`src/rtl/vref_pkg.sv`:
```
package vref_pkg;
  localparam int MV_W  = 12;
  localparam int VID_W = 3;
  localparam logic [VID_W-1:0] VID_EXT = 3'b111;
  localparam logic [MV_W-1:0]  EXT_FB_MV = 12'd600;

  function automatic logic [MV_W-1:0] vid_to_mv(input logic [VID_W-1:0] v);
    logic [MV_W-1:0] mv;
    case (v)
      3'b000:  mv = 12'd3300;
      3'b001:  mv = 12'd2500;
      3'b010:  mv = 12'd1800;
      3'b011:  mv = 12'd1500;
      3'b100:  mv = 12'd1250;
      3'b101:  mv = 12'd1200;
      3'b110:  mv = 12'd800;
      default: mv = EXT_FB_MV;
    endcase
    return mv;
  endfunction
endpackage

```
`src/rtl/vref_vid_filter.sv`:
```
module vref_vid_filter
  import vref_pkg::*;
#(
  parameter int SYNC_STAGES = 2,
  parameter int STABLE_CYC  = 4
) (
  input  logic             clk,
  input  logic             rst_n,
  input  logic [VID_W-1:0] vid_i,
  output logic [VID_W-1:0] vid_acc_o
);
  localparam int CW = (STABLE_CYC > 1) ? $clog2(STABLE_CYC) : 1;
  localparam logic [CW-1:0] CNT_LAST = CW'(STABLE_CYC - 1);

  logic [VID_W-1:0] sync_q [SYNC_STAGES];
  logic [VID_W-1:0] hold_q, hold_d;
  logic [VID_W-1:0] acc_q, acc_d;
  logic [CW-1:0]    cnt_q, cnt_d;

  for (genvar i = 0; i < SYNC_STAGES; i++) begin : g_sync
    if (i == 0) begin : g_first
      always_ff @(posedge clk or negedge rst_n) begin
        if (!rst_n) sync_q[0] <= '0;
        else        sync_q[0] <= vid_i;
      end
    end else begin : g_next
      always_ff @(posedge clk or negedge rst_n) begin
        if (!rst_n) sync_q[i] <= '0;
        else        sync_q[i] <= sync_q[i-1];
      end
    end
  end

  always_comb begin
    hold_d = hold_q;
    cnt_d  = cnt_q;
    acc_d  = acc_q;
    if (sync_q[SYNC_STAGES-1] != hold_q) begin
      hold_d = sync_q[SYNC_STAGES-1];
      cnt_d  = '0;
    end else if (cnt_q != CNT_LAST) begin
      cnt_d = cnt_q + 1'b1;
    end else begin
      acc_d = hold_q;
    end
  end

  always_ff @(posedge clk or negedge rst_n) begin
    if (!rst_n) begin
      hold_q <= '0;
      cnt_q  <= '0;
      acc_q  <= '0;
    end else begin
      hold_q <= hold_d;
      cnt_q  <= cnt_d;
      acc_q  <= acc_d;
    end
  end

  assign vid_acc_o = acc_q;
endmodule

```
`src/rtl/vref_step_timer.sv`:
```
module vref_step_timer #(
  parameter int CYC_PER_STEP = 50
) (
  input  logic clk,
  input  logic rst_n,
  input  logic active_i,
  output logic tick_o
);
  localparam int CW = (CYC_PER_STEP > 1) ? $clog2(CYC_PER_STEP) : 1;
  localparam logic [CW-1:0] CNT_LAST = CW'(CYC_PER_STEP - 1);

  logic [CW-1:0] cnt_q, cnt_d;

  always_comb begin
    if (!active_i)              cnt_d = '0;
    else if (cnt_q == CNT_LAST) cnt_d = '0;
    else                        cnt_d = cnt_q + 1'b1;
  end

  always_ff @(posedge clk or negedge rst_n) begin
    if (!rst_n) cnt_q <= '0;
    else        cnt_q <= cnt_d;
  end

  assign tick_o = active_i && (cnt_q == CNT_LAST);
endmodule

```
`src/rtl/vref_ramp.sv`:
```
module vref_ramp
  import vref_pkg::*;
#(
  parameter int STEP_MV = 1
) (
  input  logic            clk,
  input  logic            rst_n,
  input  logic            clr_i,
  input  logic            tick_i,
  input  logic [MV_W-1:0] tgt_i,
  output logic [MV_W-1:0] cur_o
);
  localparam logic [MV_W-1:0] STEP = MV_W'(STEP_MV);

  logic [MV_W-1:0] cur_q, cur_d;
  logic [MV_W-1:0] gap;
  logic            up;

  always_comb begin
    up  = tgt_i > cur_q;
    gap = up ? (tgt_i - cur_q) : (cur_q - tgt_i);
    cur_d = cur_q;
    if (clr_i) begin
      cur_d = '0;
    end else if (tick_i) begin
      if (gap <= STEP)  cur_d = tgt_i;
      else if (up)      cur_d = cur_q + STEP;
      else              cur_d = cur_q - STEP;
    end
  end

  always_ff @(posedge clk or negedge rst_n) begin
    if (!rst_n) cur_q <= '0;
    else        cur_q <= cur_d;
  end

  assign cur_o = cur_q;
endmodule

```
`src/rtl/vid_ref_slewer.sv`:
```
module vid_ref_slewer
  import vref_pkg::*;
#(
  parameter int SYNC_STAGES  = 2,
  parameter int STABLE_CYC   = 4,
  parameter int CYC_PER_STEP = 50,
  parameter int STEP_MV      = 1
) (
  input  logic             clk,
  input  logic             rst_n,
  input  logic [VID_W-1:0] vid,
  input  logic             soft_start,
  input  logic             run_en,
  output logic [MV_W-1:0]  dac_mv,
  output logic             fb_ext_sel,
  output logic             ramp_done
);
  logic [VID_W-1:0] vid_acc;
  logic [MV_W-1:0]  tgt_mv;
  logic [MV_W-1:0]  cur_mv;
  logic             moving;
  logic             clr;
  logic             tick;

  vref_vid_filter #(
    .SYNC_STAGES(SYNC_STAGES),
    .STABLE_CYC (STABLE_CYC)
  ) u_filter (
    .clk      (clk),
    .rst_n    (rst_n),
    .vid_i    (vid),
    .vid_acc_o(vid_acc)
  );

  assign tgt_mv     = vid_to_mv(vid_acc);
  assign fb_ext_sel = (vid_acc == VID_EXT);
  assign moving     = (cur_mv != tgt_mv);
  assign clr        = soft_start || !run_en;

  vref_step_timer #(
    .CYC_PER_STEP(CYC_PER_STEP)
  ) u_timer (
    .clk     (clk),
    .rst_n   (rst_n),
    .active_i(moving && !clr),
    .tick_o  (tick)
  );

  vref_ramp #(
    .STEP_MV(STEP_MV)
  ) u_ramp (
    .clk   (clk),
    .rst_n (rst_n),
    .clr_i (clr),
    .tick_i(tick),
    .tgt_i (tgt_mv),
    .cur_o (cur_mv)
  );

  assign dac_mv    = run_en ? cur_mv : '0;
  assign ramp_done = run_en && !moving;
endmodule

```
`config.mk`:
```
export PLATFORM = sky130hd
export DESIGN_NAME = vid_ref_slewer
export DESIGN_NICKNAME = d
export VERILOG_FILES = /design/src/rtl/vref_pkg.sv /design/src/rtl/vref_vid_filter.sv /design/src/rtl/vref_step_timer.sv /design/src/rtl/vref_ramp.sv /design/src/rtl/vid_ref_slewer.sv
export SDC_FILE = /design/constraint.sdc
export NUM_CORES = 1
export LEC_CHECK = 0
export BUFFER_PORTS_ARGS = -buffer_cell sky130_fd_sc_hd__clkbuf_2
export CORE_MARGIN = 10
export CORE_UTILIZATION = 57
export CTS_BUF_LIST = sky130_fd_sc_hd__clkbuf_4
export DETAILED_ROUTE_END_ITERATION = 7
export PLACE_DENSITY = 0.81
export SLEW_MARGIN = 20
export SYNTH_ARGS = -nofsm -noshare
export SYNTH_HDL_FRONTEND = slang
export SYNTH_SLANG_ARGS = --single-unit
```
`constraint.sdc`:
```
create_clock -name clk -period 9.6 [get_ports clk]
set_input_delay 0.48 -clock clk [delete_from_list [all_inputs] [get_ports clk]]
set_output_delay 0.48 -clock clk [all_outputs]
set_load 0.1 [all_outputs]
```
==> summary.md, run 1 <==
| Metric | Value |
|---|---|
| Max-cap viol count | 0 |
| I/O pins | 21 |
| P&R area growth vs syn | 6.26% |
| Post-CTS Resized | 0 |
| Sequential fraction of the synthesis area | 23.8% |
| Setup crit start kind | flip-flop |
| Port Buf Inserts | 20 |
| Most frequent cells in the layout | nand2_1, ha_1, nor2_1 |
| Clock skew | 10.7 ps |
| CTS max path bufs | 2 |
| Final core utilization | 63.7% |
| Final setup vio count | 0 |
| CP cell instances | nand2_1 > o21ai_0 > inv_1 > ha_1 > and2_1 > nand3_1 > nor3_1 > a211o_1 > inv_2 > fa_1 > o21ai_0 > a211oi_1 > o21bai_1 > a21oi_1 > xnor2_1 > nand2_1 > o221ai_2 |
| R2R setup slack | 4300 ps |
| DIE WIDTH | 96.8 um |
| Static Leakage | 0.00167 uW |
| Nets@finish | 463 |
| Antenna Nets Post-Route | 0 |
| Worst VDD drop | 0.0963 mV |
| First-pass GRT wire length | 13.5 mm |
| Clock Latency Late Sink | 330 ps |
| Outcome | finished clean |
| Worst stage delay on the critical path | 640 ps |
| Synth Flop Type | dfrtp_1 |
| # DRC | 0 |
| Fin. max-slew vios | 0 |
| Crit share post-route | 55.2% |
| Die area | 9360 um2 |
| EDFF count, synth | 0 |
| WP data arrival | 5550 ps |
| Fin crit period | 5300 ps |
| Initial Util | 59.9% |
| Num rows | 27 |
| DR pass1 iterations | 5 |
| Slew HR | 47.3% |
| Vias in the first global route | 2865 |
| Proportion of layout cells with a drive suffix above 1 | 13.7% |
| CTS root buf | clkbuf_4 |
| Multi-input gate area | 2370 um2 |
| Antenna diodes | 0 |
| GP Congestion | 0.952 |
| Clk slew on worst S/H paths | 110 ps |
| RSZ-0062 raised after global routing | no |
| Worst reg2reg path startpoint | u_filter.vid_acc_o[0]$_DFFE_PN0P_ |
| Achievable Freq | 189 MHz |
| Register area | 801 um2 |
| Net Count, Synth | 451 |
| Final Hold Viols | 0 |
| FF+latch count, synth | 32 |
| Slew @ Worst Pin | 790 ps |
| Most common cell after layout, fill and taps aside | nand2_1 |
| Data required, critical path | 9850 ps |
| Congestion Overflow GR | 0 |
| Post-CTS setup buffers | 0 |
| Mapped Cells | 404 |
| Core Box Area | 5610 um2 |
| Initial DRC count | 178 |
| Synthesis Warnings | 0 |
| CP max-delay cell | nor3_1 |
| Count of cell types in the netlist | 60 |
| Total routed wirelength | 8.04 mm |
| Global Route Usage Sum | 16.4% |
| Maximum fanout count along the critical path | 16 |
| Post-Syn Area | 3360 um2 |
| Asr flop ratio synth | 100% |
| CP Capture Type | flip-flop |
| WL/cell | 16.4 um |
| Critical path depth | 17 |
| H-tree Lvls | 2 |
| Setup CP Type | reg -> reg |
| DP HPWL | 6.39 mm |
| Reg2Reg Depth | 17 |
| Worst min path class | in -> async |
| Num CTS Buffers | 5 |
| Start point of the critical path | u_filter.vid_acc_o[0]$_DFFE_PN0P_ |
| DR vias | 2940 |
| Fill cell count | 501 |
| Worst reg2reg endpoint | u_ramp.cur_o[10]$_DFFE_PN0P_ |
| Clk sink count | 32 |
| Initial antenna violation count | 0 |
| CTS tree | done |
| DIE HEIGHT | 96.8 um |
| Hold-fix buffers, CTS | 0 |
| Drt via density | 6.01 |
| Setup TNS after final layout | 0 ps |
| Power Density | 76.7 nW/um2 |
| Sum of buffers and inverters on the critical path | 2 |
| Pin count of the biggest net entering global routing | 33 |
| CP delay by family, top | compound AO/OA/AOI/OAI gates |
| Avg Cell Area, Syn | 8.32 um2 |
[final cells by class]
| cell class | count | area share, % |
|---|---|---|
| Clock buffer | 6 | 1.26 |
| Clock inverter | 2 | 0.981 |
| Inverter | 33 | 3.47 |
| Multi-Input combinational cell | 323 | 66.3 |
| Sequential cell | 32 | 22.4 |
| Tap cell | 72 | 2.52 |
| Timing Repair Buffer | 21 | 3.01 |
[worst max-delay path by stage]
| stage | end |
|---|---|
| final | u_ramp.cur_o[10]$_DFFE_PN0P_ |
| after global routing | u_ramp.cur_o[10]$_DFFE_PN0P_ |
| after floorplan | u_ramp.cur_o[10]$_DFFE_PN0P_ |
| after detailed placement | u_ramp.cur_o[10]$_DFFE_PN0P_ |
| after CTS | u_ramp.cur_o[10]$_DFFE_PN0P_ |
| after global placement | u_ramp.cur_o[10]$_DFFE_PN0P_ |
[registers in the layout, indices dropped and copies added, names as in the netlist]
name and count:
u_filter.cnt_q 2, u_filter.vid_acc_o 3, u_timer.cnt_q 6, u_filter.hold_q 3, u_filter.sync_q 6, u_ramp.cur_o 12
[kinds of logic after synthesis]
kind of cell | share of synthesized area [%]
adder cells (fa/ha/maj) | 15.6
multiplexers | 2.23
AO/OA/AOI/OAI | 23.9
XOR/XNOR | 7.04
flip-flops | 23.8
AND/OR/NAND/NOR | 21.6
buffers and inverters | 5.88
[cell usage after synthesis, types with 6 or more instances]
cell type,count,area (um2)
a21o_1,7,52.6
a21oi_1,27,135
and2_1,19,119
clkbuf_1,10,37.5
dfrtp_1,32,801
ha_1,37,463
inv_1,32,120
nand2_1,42,158
nand2b_1,9,56.3
nand3_1,7,35.0
nor2_1,34,128
o211ai_1,6,45.0
o21ai_0,19,95.1
o221ai_2,8,120
xnor2_1,17,149
xor2_1,10,87.6
[through the flow]
stage | cell area (um2) | std cells | hold slack [ps] | setup slack [ps] | total power, uW
after floorplan | 3360 | 404 | 184 | 5520 | 164
after global placement | 3490 | 481 | 332 | 4550 | 171
after detailed placement | 3490 | 481 | 336 | 4440 | 172
after CTS | 3570 | 489 | 223 | 4380 | 277
after global routing | 3570 | 489 | 238 | 3910 | 286
final | 3570 | 489 | 210 | 4300 | 274
[layer usage]
layer	GRT usage [%]	share of wire, %	vias up
met2	28.5	50	82
li1	-	-	1442
met5	0	0	-
met3	1.56	4.5	17
met1	20.3	43	1399
met4	6.31	2.8	0
[worst register-to-register path, delay by kind of cell (launching register included)]
kind,cells,cell delay (ps)
compound gates,7,2080
simple gates,5,1210
fa+ha+maj,2,1040
flops,1,480
buf+inv,2,250
xor+xnor,1,140
[report_power, final]
| part | total (uW) | leakage, uW | switching [uW] | internal [uW] |
|---|---|---|---|---|
| clock | 104 | 0.0000456 | 46.3 | 57.4 |
| sequential | 140 | 0.000425 | 2.21 | 138 |
| combinational | 30.2 | 0.00120 | 19.4 | 10.8 |
| total | 274 | 0.00167 | 67.9 | 206 |
(Power assumes the default switching activity.)
==> run 2, diff against run 1 <==
--- a/config.mk
+++ b/config.mk
@@ -5,12 +5,13 @@
 export SDC_FILE = /design/constraint.sdc
 export NUM_CORES = 1
 export LEC_CHECK = 0
+export ABC_AREA = 1
 export BUFFER_PORTS_ARGS = -buffer_cell sky130_fd_sc_hd__clkbuf_2
 export CORE_MARGIN = 10
 export CORE_UTILIZATION = 57
 export CTS_BUF_LIST = sky130_fd_sc_hd__clkbuf_4
 export DETAILED_ROUTE_END_ITERATION = 7
-export PLACE_DENSITY = 0.81
+export PLACE_DENSITY = 0.83
 export SLEW_MARGIN = 20
 export SYNTH_ARGS = -nofsm -noshare
 export SYNTH_HDL_FRONTEND = slang
==> constraint.sdc (replaced) <==
create_clock -name clk -period 4.85 [get_ports clk]
set_input_delay 0.2425 -clock clk [delete_from_list [all_inputs] [get_ports clk]]
set_output_delay 0.2425 -clock clk [all_outputs]
set_load 0.1 [all_outputs]
==> summary.md, run 2 <==
| Metric | Value |
|---|---|
| Outcome | complete, but fails checks |
| Failing checks | negative hold slack |
| Total routed wirelength | 8.75 mm (+8.9%) |
| CP delay by family, top | simple AND/OR/NAND/NOR gates |
| Num CTS Buffers | 5 (unchanged) |
| Congestion Overflow GR | 0 (unchanged) |
| Pin count of the biggest net entering global routing | 33 (unchanged) |
| Worst stage delay on the critical path | 450 ps (-190 ps) |
| Initial antenna violation count | 0 (unchanged) |
| Place WS | 995 ps (-3440 ps) |
| GP Congestion | 0.956 (+0.39%) |
| Synth Flop Type | dfrtp_1 |
| WP data arrival | 4150 ps (-1400 ps) |
| Drt via density | 5.25 (-13%) |
| Sum of buffers and inverters on the critical path | 3 (+1) |
| First-pass GRT wire length | 14.9 mm (+11%) |
| CP max-delay cell | ha_1 |
| CTS root buf | clkbuf_4 |
| Switching power | 141 uW (+110%) |
| Clock skew | 5.48 ps (-5.17 ps) |
| # DRC | 0 (unchanged) |
| CTS max path bufs | 2 (unchanged) |
| Flop pwr share | 50.2% (-0.9 points) |
| Setup crit start kind | flip-flop |
| Maximum fanout count along the critical path | 16 (unchanged) |
| Most common cell after layout, fill and taps aside | nand2_1 |
| DIE WIDTH | 98.0 um (+1.2%) |
| Sw Share | 25.6% (+0.83 points) |
| Max-cap viol count | 0 (unchanged) |
| Post-Syn Area | 3470 um2 (+3.2%) |
| Static Leakage | 0.00216 uW (+30%) |
| Largest register FFs | 12 (unchanged) |
| Initial Util | 58.5% (-1.4 points) |
| Net Count, Synth | 595 (+32%) |
| Fin crit period | 3920 ps (-1380 ps) |
| Top cell type's share of synthesized area | 23.1% (-0.73 points) |
| Cell Count Post-Placement | 632 (+31%) |
| DR pass1 iterations | 4 (-1) |
| Initial DRC count | 252 (+42%) |
| Data required, critical path | 5080 ps (-4770 ps) |
| Port Buf Inserts | 20 (unchanged) |
| P&R area growth vs syn | 6.90% |
| Nets@finish | 613 (+32%) |
| Die area | 9600 um2 (+2.5%) |
| Synthesis Warnings | 0 (unchanged) |
| Vias in the first global route | 3285 (+15%) |
| Final core utilization | 62.6% (-1.1 points) |
| I/O pins | 21 (unchanged) |
| Count of cell types in the netlist | 34 (-43%) |
| Clk slew on worst S/H paths | 100 ps (about the same) |
| Slew HR | 35.5% (-12 points) |
| Mapped Cells | 548 (+36%) |
| Largest area contributor in the netlist | dfrtp_1 |
| DP HPWL | 7.13 mm (+12%) |
| Fin. max-slew vios | 0 (unchanged) |
| Most frequent cell on the critical path | nand2_1 |
| CTS tree | done |
| Final setup vio count | 0 (unchanged) |
| Antenna diodes | 0 (unchanged) |
| Gate power share | 12.1% (+1.1 points) |
| Clock Latency Late Sink | 330 ps (about the same) |
| Commonest cells in the netlist | nand2_1, inv_1, nand3_1, nor2_1, ha_1 |
| PnR worst setup slack | 934 ps (-3370 ps) |
| Asr flop ratio synth | 100% (unchanged) |
| Worst VDD drop | 0.156 mV (+62%) |
| Proportion of layout cells with a drive suffix above 1 | 8.47% (-5.2 points) |
| H-tree Lvls | 2 (unchanged) |
| Slew @ Worst Pin | 965 ps (+174 ps) |
| Antenna Nets Post-Route | 0 (unchanged) |
| Avg Cell Area, Syn | 6.32 um2 (-24%) |
| Most frequent cells in the layout | nand2_1, inv_1, nand3_1 |
| Cell Int Power | 409 uW (+99%) |
| RSZ-0062 raised after global routing | no |
| Worst min path class | in -> async |
| EDFF count, synth | 0 (unchanged) |
| Num rows | 28 (+3.7%) |
| Clk sink count | 32 (unchanged) |
| Power Density | 148 nW/um2 (+94%) |
| Crit share post-route | 80.7% (+26 points) |
| Achievable Freq | 255 MHz (+35%) |
| Final Hold Viols | 32 (+32) |
| WL/cell | 13.6 um (-17%) |
| Count leader, synth | nand2_1 |
| Post-CTS setup buffers | 0 (unchanged) |
| DIE HEIGHT | 98.0 um (+1.2%) |
| Top post-synthesis cells by area | dfrtp_1, nand2_1, ha_1, inv_1, nand3_1 |
| Setup CP Type | reg -> reg |
| FF+latch count, synth | 32 (unchanged) |
| CP Capture Type | flip-flop |
| DR vias | 3371 (+15%) |
| CP cell instances | inv_1 > nor2_1 > nor3_1 > inv_1 > ha_1 > nand2_2 > inv_1 > nand2_1 > nand2_1 > nand2_1 > nand3_1 > nand2_2 > ha_1 > a21o_1 > nand3_1 > nand2_1 > a21oi_1 > o21ai_0 > xnor2_1 > nand2_1 > nand3_1 > nand2_1 |
| Setup TNS after final layout | 0 ps (unchanged) |
| Sequential fraction of the synthesis area | 23.1% (-0.73 points) |
| Core Box Area | 5920 um2 (+5.6%) |
| Clock power share | 37.7% (-0.2 points) |
| Final cell count without fillers | 642 (+31%) |
| Global Route Usage Sum | 18.2% (+1.8 points) |
| Final hold slack | -16.3 ps (-226 ps) |
run 2: cell count changes after synthesis, sizes merged, moves of 13 or more:
cell   before  now
nor2       35   48
nand2      42  189
inv        33   93
nand3       8   56
and2       19    2
o21ai      22    9
run 2: worst paths after layout:
check	start	endpoint	slack (ps)	cells past startpoint
max	u_filter.vid_acc_o[0]$_DFFE_PN0P_	u_ramp.cur_o[9]$_DFFE_PN0P_	930	22
min	rst_n	u_ramp.cur_o[8]$_DFFE_PN0P_	-20	1
max reg2reg	u_filter.vid_acc_o[0]$_DFFE_PN0P_	u_ramp.cur_o[9]$_DFFE_PN0P_	930	22
min reg2reg	u_filter.sync_q[4]$_DFF_PN0_	u_filter.sync_q[1]$_DFF_PN0_	360	0
max in group asynchronous	rst_n	u_filter.hold_q[0]$_DFFE_PN0P_	4360	1
min in group clk	vid[2]	u_filter.sync_q[5]$_DFF_PN0_	30	1
run 2: layer usage:
layer  track usage (%)  part of all wire [%]  up-vias
li1                  -                     -     1734
met1              23.3                    45     1516
met2              30.3                    47       99
met3              2.26                   6.0       22
met4              6.82                   2.6        0
met5                 0                     0        -
run 2: kinds of logic after synthesis:
logic type	share of synthesized area (%)
AO/OA/AOI/OAI	5.88
adder cells (fa/ha/maj)	15.1
XOR/XNOR	5.31
AND/OR/NAND/NOR	38.5
flip-flops	23.1
buffers and inverters	12.1
run 2: power by group through the flow:
stage,Combinational (uW),Sequential [uW],Clock (uW)
2_1_floorplan,45.8,281,0
3_3_place_gp,63.8,281,0
3_5_place_dp,64.9,281,0
4_1_cts,65.7,276,212
5_1_grt,75.6,277,222
6_report,66.5,276,207
run 2: repair_timing:
item | 4_1_cts | 5_1_grt
hold buffers | 1 | 1
gates resized for setup | 0 | 0
hold endpoints to repair | 1 | 1
run 2: cell type report:
class | count | area [um2]
inverters | 94 | 353
flip-flops and latches | 32 | 801
multi-input cells | 410 | 2250
clock buffers | 6 | 45.0
repair buffers | 23 | 128
clock inverters | 2 | 35.0
fillers | 567 | 2220
well taps | 75 | 93.8
run 2: per-stage QoR:
| stage | power, uW | cell area [um2] | hold slack [ps] |
|---|---|---|---|
| 3_5_place_dp | 346 | 3600 | 336 |
| 3_3_place_gp | 345 | 3600 | 333 |
| 5_1_grt | 575 | 3700 | 14.0 |
| 4_1_cts | 554 | 3690 | 0.168 |
| 2_1_floorplan | 327 | 3470 | -53.1 |
| 6_report | 550 | 3700 | -16.3 |
